`src/rtl/pdma_pkg.sv`:
```
package pdma_pkg;

    localparam int REG_W  = 32;
    localparam int LANE_N = REG_W / 8;

    // Fixed register indices; decode depends on them.
    localparam int IDX_MEM_ADDR   = 0;
    localparam int IDX_DEV_ADDR   = 1;
    localparam int IDX_LEN_TO_MEM = 2;
    localparam int IDX_LEN_TO_DEV = 3;
    localparam int IDX_STATUS     = 4;

    // Status word bit positions.
    localparam int ST_BUSY = 0;
    localparam int ST_PEND = 3;

    // Status command bits.
    localparam int CMD_CLR_ALL = 0;
    localparam int CMD_CLR_IRQ = 1;

    typedef enum logic [1:0] {
        LAUNCH_NONE  = 2'd0,
        LAUNCH_GO    = 2'd1,
        LAUNCH_FAULT = 2'd2
    } launch_e;

    typedef struct packed {
        logic irq;
        logic pend;
        logic busy;
        logic to_dev;
    } ctl_state_t;

    function automatic logic [REG_W-1:0] lane_bits(input logic [LANE_N-1:0] lanes);
        logic [REG_W-1:0] m;
        for (int i = 0; i < LANE_N; i++) m[8*i +: 8] = {8{lanes[i]}};
        return m;
    endfunction

    function automatic logic [REG_W-1:0] merge_word(input logic [REG_W-1:0] old_v,
                                                    input logic [REG_W-1:0] new_v,
                                                    input logic [LANE_N-1:0] lanes);
        return (old_v & ~lane_bits(lanes)) | new_v;
    endfunction

    function automatic logic [REG_W-1:0] status_word(input ctl_state_t s);
        logic [REG_W-1:0] w;
        w = '0;
        w[ST_BUSY] = s.busy;
        w[ST_PEND] = s.pend;
        return w;
    endfunction

endpackage

```
`src/rtl/pdma_regfile.sv`:
```
module pdma_regfile
    import pdma_pkg::*;
#(
    parameter int NUM_REGS = 8,
    localparam int IDX_W = $clog2(NUM_REGS)
) (
    input  logic                           clk,
    input  logic                           rst,
    input  logic                           we,
    input  logic [IDX_W-1:0]               widx,
    input  logic [REG_W-1:0]               wdata,
    input  logic [LANE_N-1:0]              wlanes,
    output logic [NUM_REGS-1:0][REG_W-1:0] regs_q
);

    generate
        for (genvar g = 0; g < NUM_REGS; g++) begin : g_reg
            if (g == IDX_STATUS) begin : g_hole
                assign regs_q[g] = '0;
            end else begin : g_store
                always_ff @(posedge clk) begin
                    if (rst)
                        regs_q[g] <= '0;
                    else if (we && widx == IDX_W'(g))
                        regs_q[g] <= merge_word(regs_q[g], wdata, wlanes);
                end
            end
        end
    endgenerate

endmodule

```
`src/rtl/pdma_countdown.sv`:
```
module pdma_countdown #(
    parameter int CNT_W = 16
) (
    input  logic             clk,
    input  logic             rst,
    input  logic             en,
    input  logic             load,
    input  logic [CNT_W-1:0] load_val,
    input  logic             clear,
    output logic             done
);

    logic [CNT_W-1:0] count_q;

    assign done = en && (count_q == CNT_W'(1));

    always_ff @(posedge clk) begin
        if (rst)
            count_q <= '0;
        else if (load)
            count_q <= load_val;
        else if (clear)
            count_q <= '0;
        else if (en && count_q != '0)
            count_q <= count_q - CNT_W'(1);
    end

    // one step per enabled cycle
    a_r7_step: assert property (@(posedge clk) disable iff (rst)
        (en && count_q != '0 && !load && !clear) |=> (count_q == $past(count_q) - CNT_W'(1)));

    // a clear empties the counter
    a_r4_clear_empties: assert property (@(posedge clk) disable iff (rst)
        (clear && !load) |=> (count_q == '0));

endmodule

```
`src/rtl/pdma_ctrl.sv`:
```
module pdma_ctrl
    import pdma_pkg::*;
#(
    parameter int NUM_REGS     = 8,
    parameter int LEN_W        = 24,
    parameter int EXTRA_CYCLES = 100,
    localparam int ADDR_W      = $clog2(NUM_REGS) + 2
) (
    input  logic                clk,
    input  logic                rst,
    input  logic                wr_en,
    input  logic [ADDR_W-1:0]   wr_addr,
    input  logic [REG_W-1:0]    wr_data,
    input  logic [LANE_N-1:0]   wr_lanes,
    input  logic [ADDR_W-1:0]   rd_addr,
    output logic [REG_W-1:0]    rd_data,
    output logic                irq,
    output logic                xfer_to_dev,
    output logic [LEN_W:0]      xfer_bytes
);

    localparam int IDX_W = $clog2(NUM_REGS);
    localparam int CNT_W = LEN_W + $clog2(EXTRA_CYCLES + 1) + 1;
    localparam logic [IDX_W:0]   LIMIT   = (IDX_W + 1)'(NUM_REGS);
    localparam logic [IDX_W-1:0] I_STAT  = IDX_W'(IDX_STATUS);
    localparam logic [IDX_W-1:0] I_TOMEM = IDX_W'(IDX_LEN_TO_MEM);
    localparam logic [IDX_W-1:0] I_TODEV = IDX_W'(IDX_LEN_TO_DEV);

    logic [NUM_REGS-1:0][REG_W-1:0] regs_q;
    logic [IDX_W-1:0] wr_idx, rd_idx;
    logic             wr_ok, rd_ok, hit_status, hit_len;
    logic [LEN_W-1:0] len_low;
    logic [LEN_W:0]   bytes_next;
    logic [CNT_W-1:0] cnt_load;
    launch_e          launch;
    ctl_state_t       st_q;
    logic             tmr_done, tmr_clear;

    assign wr_idx     = wr_addr[ADDR_W-1:2];
    assign rd_idx     = rd_addr[ADDR_W-1:2];
    assign wr_ok      = wr_en && ({1'b0, wr_idx} < LIMIT);
    assign rd_ok      = {1'b0, rd_idx} < LIMIT;
    assign hit_status = wr_ok && (wr_idx == I_STAT);
    assign hit_len    = wr_ok && (wr_idx == I_TOMEM || wr_idx == I_TODEV);

    pdma_regfile #(.NUM_REGS(NUM_REGS)) u_regs (
        .clk    (clk),
        .rst    (rst),
        .we     (wr_ok && !hit_status),
        .widx   (wr_idx),
        .wdata  (wr_data),
        .wlanes (wr_lanes),
        .regs_q (regs_q)
    );

    // Launch decision uses the length value as it will be stored.
    assign len_low    = LEN_W'(merge_word(regs_q[wr_idx], wr_data, wr_lanes));
    assign bytes_next = {1'b0, len_low} + (LEN_W + 1)'(1);
    assign cnt_load   = CNT_W'(bytes_next >> 1) + CNT_W'(EXTRA_CYCLES);

    always_comb begin
        launch = LAUNCH_NONE;
        if (hit_len)
            launch = (regs_q[IDX_MEM_ADDR] == '1) ? LAUNCH_FAULT : LAUNCH_GO;
    end

    assign tmr_clear = (hit_status && wr_data[CMD_CLR_ALL]) || (launch == LAUNCH_FAULT);

    pdma_countdown #(.CNT_W(CNT_W)) u_timer (
        .clk      (clk),
        .rst      (rst),
        .en       (st_q.busy),
        .load     (launch == LAUNCH_GO),
        .load_val (cnt_load),
        .clear    (tmr_clear),
        .done     (tmr_done)
    );

    always_ff @(posedge clk) begin
        if (rst) begin
            st_q       <= '0;
            xfer_bytes <= '0;
        end else begin
            if (tmr_done) begin
                st_q.busy <= 1'b0;
                st_q.irq  <= 1'b1;
            end
            if (hit_status) begin
                if (wr_data[CMD_CLR_ALL]) begin
                    st_q.busy <= 1'b0;
                    st_q.pend <= 1'b0;
                end
                if (wr_data[CMD_CLR_IRQ]) begin
                    st_q.irq  <= 1'b0;
                    st_q.pend <= 1'b0;
                end
            end
            unique case (launch)
                LAUNCH_GO: begin
                    st_q.busy   <= 1'b1;
                    st_q.pend   <= 1'b1;
                    st_q.to_dev <= (wr_idx == I_TODEV);
                    xfer_bytes  <= bytes_next;
                end
                LAUNCH_FAULT: begin
                    st_q.busy <= 1'b0;
                    st_q.pend <= 1'b1;
                    st_q.irq  <= 1'b1;
                end
                default: ;
            endcase
        end
    end

    assign irq         = st_q.irq;
    assign xfer_to_dev = st_q.to_dev;

    always_comb begin
        rd_data = '0;
        if (rd_ok)
            rd_data = (rd_idx == I_STAT) ? status_word(st_q) : regs_q[rd_idx];
    end

    a_r5_start_busy: assert property (@(posedge clk) disable iff (rst)
        (launch == LAUNCH_GO) |=> (st_q.busy && st_q.pend));

    a_r6_fault_irq: assert property (@(posedge clk) disable iff (rst)
        (launch == LAUNCH_FAULT) |=> (irq && !st_q.busy && $stable(xfer_bytes)));

    a_r8_done_irq: assert property (@(posedge clk) disable iff (rst)
        (tmr_done && !hit_status && !hit_len) |=> (irq && !st_q.busy));

    a_r4_irq_cleared: assert property (@(posedge clk) disable iff (rst)
        (hit_status && wr_data[CMD_CLR_IRQ]) |=> !irq);

    a_r4_all_cleared: assert property (@(posedge clk) disable iff (rst)
        (hit_status && wr_data[CMD_CLR_ALL]) |=> (!st_q.busy && !st_q.pend));

    a_r8_irq_holds: assert property (@(posedge clk) disable iff (rst)
        (irq && !hit_status) |=> irq);

endmodule

```
`config.mk`:
```
export PLATFORM = sky130hd
export DESIGN_NAME = pdma_ctrl
export DESIGN_NICKNAME = d
export VERILOG_FILES = /design/src/rtl/pdma_pkg.sv /design/src/rtl/pdma_regfile.sv /design/src/rtl/pdma_countdown.sv /design/src/rtl/pdma_ctrl.sv
export SDC_FILE = /design/constraint.sdc
export NUM_CORES = 1
export LEC_CHECK = 0
export BUFFER_PORTS_ARGS = -buffer_cell sky130_fd_sc_hd__buf_2
export CAP_MARGIN = 25
export CORE_UTILIZATION = 24
export DETAILED_ROUTE_END_ITERATION = 12
export PLACE_DENSITY = 0.5
export REMOVE_ABC_BUFFERS = 1
export SYNTH_ARGS = -nofsm -noshare
export SYNTH_HDL_FRONTEND = slang
export SYNTH_HIERARCHICAL = 1
export SYNTH_SLANG_ARGS = --single-unit
```
`constraint.sdc`:
```
create_clock -name clk -period 7.4 [get_ports clk]
set_input_delay 2.22 -clock clk [delete_from_list [all_inputs] [get_ports clk]]
set_output_delay 2.22 -clock clk [all_outputs]
set_load 0.01 [all_outputs]
```
After elaboration in Yosys (flattened, before gate mapping)
Cells that the tools add are included.
{ "op_classes": {"bitwise_logic": 17, "n_eq_ne": 12, "add_sub_neg": 3, "n_reduce_logical": 22, "mux": 17, "n_lt_le_gt_ge": 2} }
{ "op_table": {"columns": ["op", "n"], "rows": [
  ["bitwise AND 32 bit", 7],
  ["bitwise OR 32 bit", 7],
  ["binary-select mux 32 bit (select 3 bit)", 2],
  ["2-to-1 mux 32 bit", 5],
  ["== test 32 x 1 -> 1 bit (second input constant)", 1],
  ["== test 32 bit (second input constant)", 1],
  ["NOT 32 bit", 1],
  ["nonzero test 32 bit", 1],
  ["subtractor 32 x 1 -> 32 bit (second input constant)", 1],
  ["adder 24 x 1 -> 25 bit (second input constant)", 1],
  ["adder 24 x 7 -> 25 bit (second input constant)", 1],
  ["bitwise AND 24 bit", 1],
  ["2-to-1 mux 24 bit", 1],
  ["bitwise OR 24 bit", 1],
  ["== test 3 bit (second input constant)", 5],
  ["logical AND 1 bit", 13],
  ["< comparator 3 x 4 -> 1 bit (second input constant)", 2],
  ["2-to-1 mux 2 bit", 4],
  ["== test 3 x 2 -> 1 bit (second input constant)", 2],
  ["nonzero test 3 bit", 2],
  ["case mux 2 bit (2 select lines)", 1],
  ["nonzero test 4 bit", 1],
  ["== test 3 x 1 -> 1 bit (second input constant)", 1],
  ["logical NOT 3 bit", 1],
  ["7 further kinds", 10]
]} }
{ "word_totals": {"regBits": 285, "input_bits": 49} }

Logic depth before layout (Yosys ltp)
{ "depth": {"word_depth": 8, "mapped_depth": 22} }

Cells and area by module
Netlist, hierarchy kept.
{ "by_module_without_submodules": {"columns": ["mod", "area_per_inst_um2", "seq_area_each_um2", "n_inst", "cells_per_inst"], "rows": [
  ["pdma_regfile", 8207.9, 4484.3, 1, 832],
  ["pdma_ctrl", 5815.6, 580.6, 1, 656],
  ["pdma_countdown", 2177.1, 640.6, 1, 282]
]} }

Least setup slack after synthesis
OpenSTA, ideal clock, no wires.
{ "synth_path": {"kind": "input to output", "start": "input rd_addr[2]", "end": "output rd_data[10]", "required_ps": 5180, "slack_ps": 1187, "path_stages": 5, "path_buffers": 2, "t_arrival_ps": 3993, "cell_sequence": "clkbuf_1 buf_1 mux4_2 nand2_1 o21ai_0"} }
{ "synth_via": {"elab_chain_len": 3, "word_cells_on_any_way": 4} }
{ "synth_rtl": {"columns": ["element", "line_no", "source"], "rows": [
  ["start, declared", "pdma_ctrl.sv:15", "input logic [ADDR_W-1:0] rd_addr,"],
  ["binary-select mux 32 bit (select 3 bit)", "pdma_ctrl.sv:121", "rd_data = (rd_idx == I_STAT) ? status_word(st_q) : regs_q[rd_idx];"],
  ["2-to-1 mux 32 bit (implied by the code)", "pdma_ctrl.sv:121", null],
  ["2-to-1 mux 32 bit (*)", "pdma_ctrl.sv:121", null],
  ["end, declared", "pdma_ctrl.sv:16", "output logic [REG_W-1:0] rd_data,"]
]} }
Every way passes the cells marked *; elsewhere a longest branch is shown, timed or not. The select of a mux whose other input is x is not followed.

Worst setup path after layout
{ "layout_path": {"start": "input rd_addr[2]", "end": "output rd_data[0]"} }
Same word-level chain as after synthesis.

==> out/metrics.yaml <==
r2r_slack_ps: 3010
grt_use_total_pct: 16.2
mappedNetlistArea_mm2: 0.0161
die_area_mm2: 0.0683
initial_core_util_pct: 24.4
internal_power_mw: 2.88
min_delay_worst_endpoint: "xfer_bytes[24]$_SDFFE_PP0P_"
worstReg2RegEnd: "u_timer/count_q[20]$_SDFFE_PP0P_"
dp.cells: 2648
cts.path.max_buffers: 3
post_layout_nonfiller_instances: 2707
routed_wl_um: 56200
hpwlAfterDp_um: 37900
core-area_mm2: 0.0661
ctsRootBufferMaster: "clkbuf_16"
mostFrequentLayoutCells: "285 x dfxtp_1, 246 x inv_1, 227 x o32ai_1, 110 x mux2i_1, 100 x buf_2"
final_count_of_negative_setup_slack_endpoints: 0
floorplan.die.height_um: 261
cts_tree: "yes"
first_pass_grt_wire_length_um: 84900
route.vias.total: 14300
finalCoreUtilization_pct: 28.1
drive_above_1_share_pct: 17.5
worst_slew_pin_slew_ps: 1150
worstHoldPathType: "flip-flop to flip-flop"
vias_per_cell: 5.28
layout.cells.most_common: "dfxtp_1"
worstPathArrival_ps: 4130
power.share.combinational_pct: 16.5
detail_route.wl_per_cell_um: 20.8
cts_post_setup_buffers_inserted: 0
run_status: "finished, violations left"
finalHoldWorstSlack_ps: 469
grt_max_degree: 106
core.rowCount: 94
type_of_the_worst_setup_path: "input pin to output port"
violations: "DRC"
drtIter0Drc: 1106
grt_antenna_before_repair: 6
drcViolationCount: 6
worst-path-max-fanout: 30
rsz0062_at_grt: "false"
maxClockFrequency_mhz: 157
crit_path_end_kind: "output port"
fin_ws_ps: 1050
postCtsHoldBufs: 0
worst_hold_startpoint: "xfer_bytes[24]$_SDFFE_PP0P_"
gr-total-overflow: 0
clkSlewWorstSetupHoldPaths_ps: 60
critPathLaunchType: "input pin"
drv.max_cap_violation_count: 0
yosys_warnings: 6
worst-r2r-cell-count: 18
nNetsFinal: 1874
swShare_pct: 29.4
top_level_pins: 108
final_min_period_over_clock_period_pct: 85.9
switchingPower_mw: 1.20
die_width_um: 261
power_mw: 4.07
r2r_start: "u_regs/regs_q[1]$_SDFFE_PP0P_"
count_of_final_hold_check_violations: 0
detail-route-antenna-nets: 0
cts-buffers-inserted: 35
gates_resized_cts_repair: 0
pwr_density_cell_mw_per_mm2: 220
min_delay_path_depth: 2
post-place-ws_ps: 578
io_buffers: 103
relSlewSlack_pct: 23.2
finalCriticalPeriod_ps: 6350
grt_pass1_vias: 13800
p_leak_nw: 6.36
gp_congestion: 0.825
netlist_instances: 1762
worstPathRequired_ps: 5180
first_pass_iters: 9
clkPwrFrac_pct: 43.5
clock_latency_ps: 580
fraction_of_power_consumed_by_sequential_logic_pct: 39.9
finalMaxSlewViolations: 0
antenna_cells: 0
ctsHtreeMaxLevel: 2
clock_tree_skew_after_final_layout_ps: 31.8
avgSynthCellArea_um2: 9.16
cts_sinks: 285
area_growth_pct: 15.0
vdd_ir_drop_max_uv: 133
[per-layer routing]
metal / vias to the layer above / global-route usage (%) / share of wire [%]
met5: - / 0 / 0.12
li1: 6686 / - / -
met3: 95 / 3.33 / 5.9
met4: 10 / 4.52 / 2.2
met1: 7106 / 21.1 / 45
met2: 391 / 26.9 / 47
[registers in the layout, indices dropped and copies added (netlist names)]
signal,cells
u_regs/regs_q,224
u_timer/count_q,32
xfer_bytes,25
st_q,2
irq,1
xfer_to_dev,1
[worst max-delay path, cell delays in order]
cell    delay (ps)
buf_4          490
buf_4          350
mux4_2         540
mux2_2         330
buf_2          150
[power groups by stage]
stage               sequential (mW)  combinational [mW]  clock (mW)
floorplan                      1.65               0.403           0
global placement               1.66               0.660           0
detailed placement             1.66               0.665           0
CTS                            1.63               0.668        1.82
global route                   1.63               0.729        1.88
finish                         1.63               0.674        1.77
[cell type report]
type,count,area (um2)
tap,864,1080
timing repair buffer,149,942
sequential,285,5710
inverter,249,935
multi-input combinational,1101,8740
clock inverter,10,194
clock buffer,49,958
fill,7026,47500
[metrics by stage]
stage / instance area [um2] / setup TNS [ps]
after global routing: 18600 / 0
final: 18600 / 0
after floorplan: 15400 / -11660
after global placement: 17400 / 0
after CTS: 18600 / 0
after detailed placement: 17400 / 0
[how the worst max path moves through the flow]
| stage | from | end | slack, ps | cells after the start |
|---|---|---|---|---|
| 5_1_grt | wr_addr[3] | u_timer/count_q[20]$_SDFFE_PP0P_ | 770 | 19 |
| 4_1_cts | rd_addr[2] | rd_data[8] | 1020 | 6 |
| 6_report | rd_addr[2] | rd_data[0] | 1050 | 5 |
| 3_3_place_gp | wr_addr[3] | u_timer/count_q[20]$_SDFFE_PP0P_ | 590 | 19 |
| 3_5_place_dp | wr_addr[3] | u_timer/count_q[20]$_SDFFE_PP0P_ | 580 | 19 |
| 2_1_floorplan | wr_addr[3] | u_timer/count_q[18]$_SDFFE_PP0P_ | -870 | 7 |
(Power assumes the default switching activity.)
